File: src/rtl/chainalu_pkg.sv
package chainalu_pkg;

    typedef enum logic [2:0] {
        OP_ADD     = 3'd0,
        OP_ADDHI   = 3'd1,
        OP_ADD3    = 3'd2,
        OP_ADD3CY  = 3'd3,
        OP_SELS    = 3'd4,
        OP_SELU    = 3'd5,
        OP_RSV6    = 3'd6,
        OP_RSV7    = 3'd7
    } alu_op_e;

    typedef struct packed {
        logic sum2;
        logic hi2;
        logic sum3;
        logic hi3;
        logic sels;
        logic selu;
    } op_sel_t;

    function automatic op_sel_t decode_op(input alu_op_e code);
        op_sel_t s;
        s = '0;
        case (code)
            OP_ADD:    s.sum2 = 1'b1;
            OP_ADDHI:  s.hi2  = 1'b1;
            OP_ADD3:   s.sum3 = 1'b1;
            OP_ADD3CY: s.hi3  = 1'b1;
            OP_SELS:   s.sels = 1'b1;
            OP_SELU:   s.selu = 1'b1;
            default:   s = '0;
        endcase
        return s;
    endfunction

endpackage

File: src/rtl/chainalu_adder.sv
module chainalu_adder #(
    parameter int W = 16
) (
    input  logic [W-1:0] a,
    input  logic [W-1:0] b,
    input  logic [W-1:0] c,
    output logic [W-1:0] sum2,
    output logic [W-1:0] hi2,
    output logic [W-1:0] sum3,
    output logic [W-1:0] hi3
);
    localparam int S2W = W + 1;
    localparam int S3W = W + 2;

    logic [S2W-1:0] wide2;
    logic [S3W-1:0] wide3;

    always_comb begin
        wide2 = {1'b0, a} + {1'b0, b};
        wide3 = {2'b00, a} + {2'b00, b} + {2'b00, c};
    end

    assign sum2 = wide2[W-1:0];
    assign hi2  = {{(W-1){1'b0}}, wide2[W]};
    assign sum3 = wide3[W-1:0];
    assign hi3  = {{(W-2){1'b0}}, wide3[W+1:W]};

endmodule

File: src/rtl/chainalu_sel.sv
module chainalu_sel #(
    parameter int W = 16
) (
    input  logic [W-1:0] hi,
    input  logic [W-1:0] pass,
    output logic [W-1:0] sat_s,
    output logic [W-1:0] sat_u
);
    localparam logic [W-1:0] SMAX = {1'b0, {(W-1){1'b1}}};
    localparam logic [W-1:0] SMIN = {1'b1, {(W-1){1'b0}}};
    localparam logic [W-1:0] UMAX = {W{1'b1}};

    logic hi_zero;
    assign hi_zero = (hi == '0);

    always_comb begin
        if (hi_zero)
            sat_s = pass;
        else if (hi[W-1])
            sat_s = SMIN;
        else
            sat_s = SMAX;
        sat_u = hi_zero ? pass : UMAX;
    end

endmodule

File: src/rtl/chainalu.sv
module chainalu
    import chainalu_pkg::*;
#(
    parameter int W = 16
) (
    input  logic         clk,
    input  logic         rst,
    input  logic         in_valid,
    input  logic [2:0]   op,
    input  logic [W-1:0] opa,
    input  logic [W-1:0] opb,
    input  logic [W-1:0] opc,
    output logic         res_valid,
    output logic [W-1:0] res
);
    logic [W-1:0] sum2, hi2, sum3, hi3, sat_s, sat_u;
    logic [W-1:0] nxt;
    op_sel_t      sel;

    chainalu_adder #(.W(W)) u_add (
        .a(opa), .b(opb), .c(opc),
        .sum2(sum2), .hi2(hi2), .sum3(sum3), .hi3(hi3)
    );

    chainalu_sel #(.W(W)) u_sel (
        .hi(opa), .pass(opb), .sat_s(sat_s), .sat_u(sat_u)
    );

    assign sel = decode_op(alu_op_e'(op));

    // AND-OR mux over a one-hot select; reserved codes select nothing
    always_comb begin
        nxt = ({W{sel.sum2}} & sum2)
            | ({W{sel.hi2}}  & hi2)
            | ({W{sel.sum3}} & sum3)
            | ({W{sel.hi3}}  & hi3)
            | ({W{sel.sels}} & sat_s)
            | ({W{sel.selu}} & sat_u);
    end

    always_ff @(posedge clk) begin
        if (rst) begin
            res       <= '0;
            res_valid <= 1'b0;
        end else begin
            res_valid <= in_valid;
            if (in_valid)
                res <= nxt;
        end
    end

endmodule

File: config.mk
export PLATFORM = sky130hd
export DESIGN_NAME = chainalu
export DESIGN_NICKNAME = d
export VERILOG_FILES = /design/src/rtl/chainalu_pkg.sv /design/src/rtl/chainalu_adder.sv /design/src/rtl/chainalu_sel.sv /design/src/rtl/chainalu.sv
export SDC_FILE = /design/constraint.sdc
export NUM_CORES = 1
export LEC_CHECK = 0
export CAP_MARGIN = 25
export CORE_MARGIN = 2
export CORE_UTILIZATION = 54
export DETAILED_ROUTE_END_ITERATION = 7
export GPL_TIMING_DRIVEN = 0
export PLACE_DENSITY = 0.95
export SETUP_SLACK_MARGIN = 0.05
export SYNTH_ARGS = -nofsm -noshare
export SYNTH_HDL_FRONTEND = slang
export SYNTH_SLANG_ARGS = --single-unit
File: constraint.sdc
create_clock -name clk -period 9.4 [get_ports clk]
set_input_delay 0.94 -clock clk [delete_from_list [all_inputs] [get_ports clk]]
set_output_delay 0.94 -clock clk [all_outputs]
set_load 0.01 [all_outputs]
==> results.ini <==
[yosys]
yosysWarnings=0
yosysSeqAreaShare=0.130
synth-edff-count=0
avgSynthCellArea_um2=7.25
synthArstFlopShare=0
synth_area_um2=2610
synth_flop_cell=dfxtp_1
syn-num-nets=449
ys_types=55
synth_seq_cells=17
syn_inst=360

[placement]
port_buffers=68
numPlacedInstances=482
hpwl_mm=6.63
gp_congestion=0.958

[power_and_ir_drop]
peakVddDrop_mv=0.0500
cellPowerDensity_nw_per_um2=124
leakagePower_nw=1.34

[floorplanning]
row_count=25
core_um2=4690
initial_core_util=0.556
die_height_um=73.5
ios=71
die_w_um=73.5
die-area_um2=5410

[grt]
grt_pass1_wl_mm=13.1
grt_pass1_vias=2877
antenna_found_initial=0
grt_max_degree=11
gr-total-overflow=0
grt_use_total=0.307

[routing]
num_vias=3197
wl_mm=8.23
ant_nets=0
via_per_inst=6.58
drc=0
wl_per_cell_um=16.9
drt-pass1-iter-count=5
drt_iter0_markers=361

[timing]
min_period_ns=4.80
relSlewSlack=0.397
slew_violations=0
rsz0062_at_grt=no
finalSetupViolCount=0
fin_crit_sh=0.511
worst_pin_slew_ns=0.897
hold_violations=0
clock_skew_ns=0
fin_setup_tns_ns=0
fmax_ghz=0.208

[setup_path]
arrival_ns=4.93
start_kind=input port
reg2reg_depth=5
r2r_slack_ns=8.34
crit_required_ns=9.53
cp-end-kind=register
regToRegStartpoint=res[12]
critical_path_class=in2reg
r2r_end=res[12]
crit_fanout=6

[clock_tree]
cts_root_buffer=clkbuf_8
cts_tree=done
holdBufCountCts=0
clk_latency_ns=0.26
cts_buffers=3
clock_path_buffers=2
htree_levels=1
post_cts_resized=0
post-cts-setup-buffers=0
cts.sinks=17
path_clk_slew_ns=0.07

[final_layout]
fillers=376
final_cell_mix=68 x clkdlybuf4s50_1, 35 x a21oi_1, 33 x ha_1, 32 x nor2_1, 31 x nand2_1
mostFrequentLayoutCell=clkdlybuf4s50_1
final_cells=486
diodes=0
area_growth_pct=30.4
drive_above_1_share=0.0324
fin_nets=522

[flow_run]
maxCapViolations=0

[worst_hold_path]
hold_class=reg2reg
hold_start=res[14]
holdPathStages=2
holdPathEnd=res[14]

[status]
status=completed

[worst max path at each step]
| stage | start | endpoint | slack (ns) | depth (start not counted) |
|---|---|---|---|---|
| final | opa[0] | res[14] | 4.60 | 16 |
| after global routing | opa[0] | res[14] | 4.37 | 16 |
| after CTS | opa[0] | res[14] | 4.72 | 16 |
| after detailed placement | opa[0] | res[14] | 4.47 | 16 |
| after global placement | opa[0] | res[14] | 4.58 | 16 |
| after floorplan | opa[0] | res[0] | 5.61 | 17 |
[flip-flops by register name (all words and copies together), names as in the netlist]
register   count
res           16
res_valid      1
[per-stage QoR]
stage                      util  total power (W)  area, um^2  hold slack (ns)  setup WS [ns]
after CTS                 0.726         0.000413        3400            0.484           4.72
final                     0.726         0.000421        3400            0.483           4.60
after floorplan               -         0.000271        2610            0.494           5.61
after detailed placement  0.716         0.000354        3360            0.471           4.47
after global routing      0.726         0.000449        3400            0.504           4.37
after global placement    0.716         0.000342        3360            0.463           4.58
[layer usage]
| layer | part of all wire | up-vias | track usage |
|---|---|---|---|
| li1 | - | 1493 | - |
| met1 | 0.42 | 1464 | 0.419 |
| met2 | 0.46 | 206 | 0.516 |
| met3 | 0.088 | 34 | 0.0151 |
| met4 | 0.030 | 0 | 0.0970 |
| met5 | 0 | - | 0 |
[cells by family (layout without fill, tap and decap cells)]
family                     Yosys count  in the layout  synth area share
adders and majority gates           35             35             0.174
DFF                                 17             17             0.130
and+or+nand+nor                    114            114             0.204
xor gates and xnor gates            24             24            0.0805
buffers and inverters               33            105            0.0527
AOI/OAI and AO/OA                  135            135             0.351
muxes                                2              2           0.00767
[final cells by class]
cell class	instances	area, um^2	area share
well taps	54	67.6	0.0198
repair buffers	68	681	0.200
plain buffers	18	67.6	0.0198
multi-input cells	310	2130	0.626
clock buffers	3	41.3	0.0121
inverters	15	70.1	0.0206
clock inverters	1	5.00	0.00147
flip-flops and latches	17	340	0.100
[synthesized netlist by cell type, types with 2 or more instances]
cell type	instances	area share
a211oi_1	5	0.014
a21o_1	5	0.014
a21oi_1	35	0.067
a221oi_1	5	0.017
a22oi_1	2	0.0058
a311oi_1	5	0.017
a31oi_1	6	0.014
a41oi_1	2	0.0067
and2_1	3	0.0072
and3_1	2	0.0048
buf_1	3	0.0043
clkbuf_1	15	0.022
dfxtp_1	17	0.13
fa_1	2	0.015
ha_1	33	0.16
inv_1	13	0.019
mux2i_1	2	0.0077
nand2_1	31	0.045
nand2b_1	9	0.022
nand3_1	8	0.015
nand4_1	4	0.0096
nor2_1	32	0.046
nor2b_1	5	0.012
nor3_1	11	0.021
nor4_1	5	0.012
o2111a_1	3	0.013
o211ai_1	12	0.035
o21a_1	4	0.012
o21ai_0	15	0.029
o21ai_1	15	0.029
o21bai_1	4	0.012
or3_1	2	0.0048
xnor2_1	12	0.040
xor2_1	12	0.040
[worst max-delay path, stage by stage]
cell,delay (ns)
clkdlybuf4s50_1,0.51
ha_1,0.22
inv_1,0.07
fa_1,0.39
nand2b_1,0.18
a21oi_1,0.27
nor2b_1,0.13
xnor2_1,0.32
ha_1,0.37
o21a_1,0.23
o211ai_1,0.17
o21bai_1,0.20
a41oi_1,0.20
xor2_1,0.18
a221oi_1,0.46
nor3_1,0.09
[power by group]
group          switching [W]  internal, W
logic               0.000159     0.000122
clock network      0.0000291    0.0000296
registers         0.00000339    0.0000781
total               0.000192     0.000229
Power figures use the tool's default switching activity.
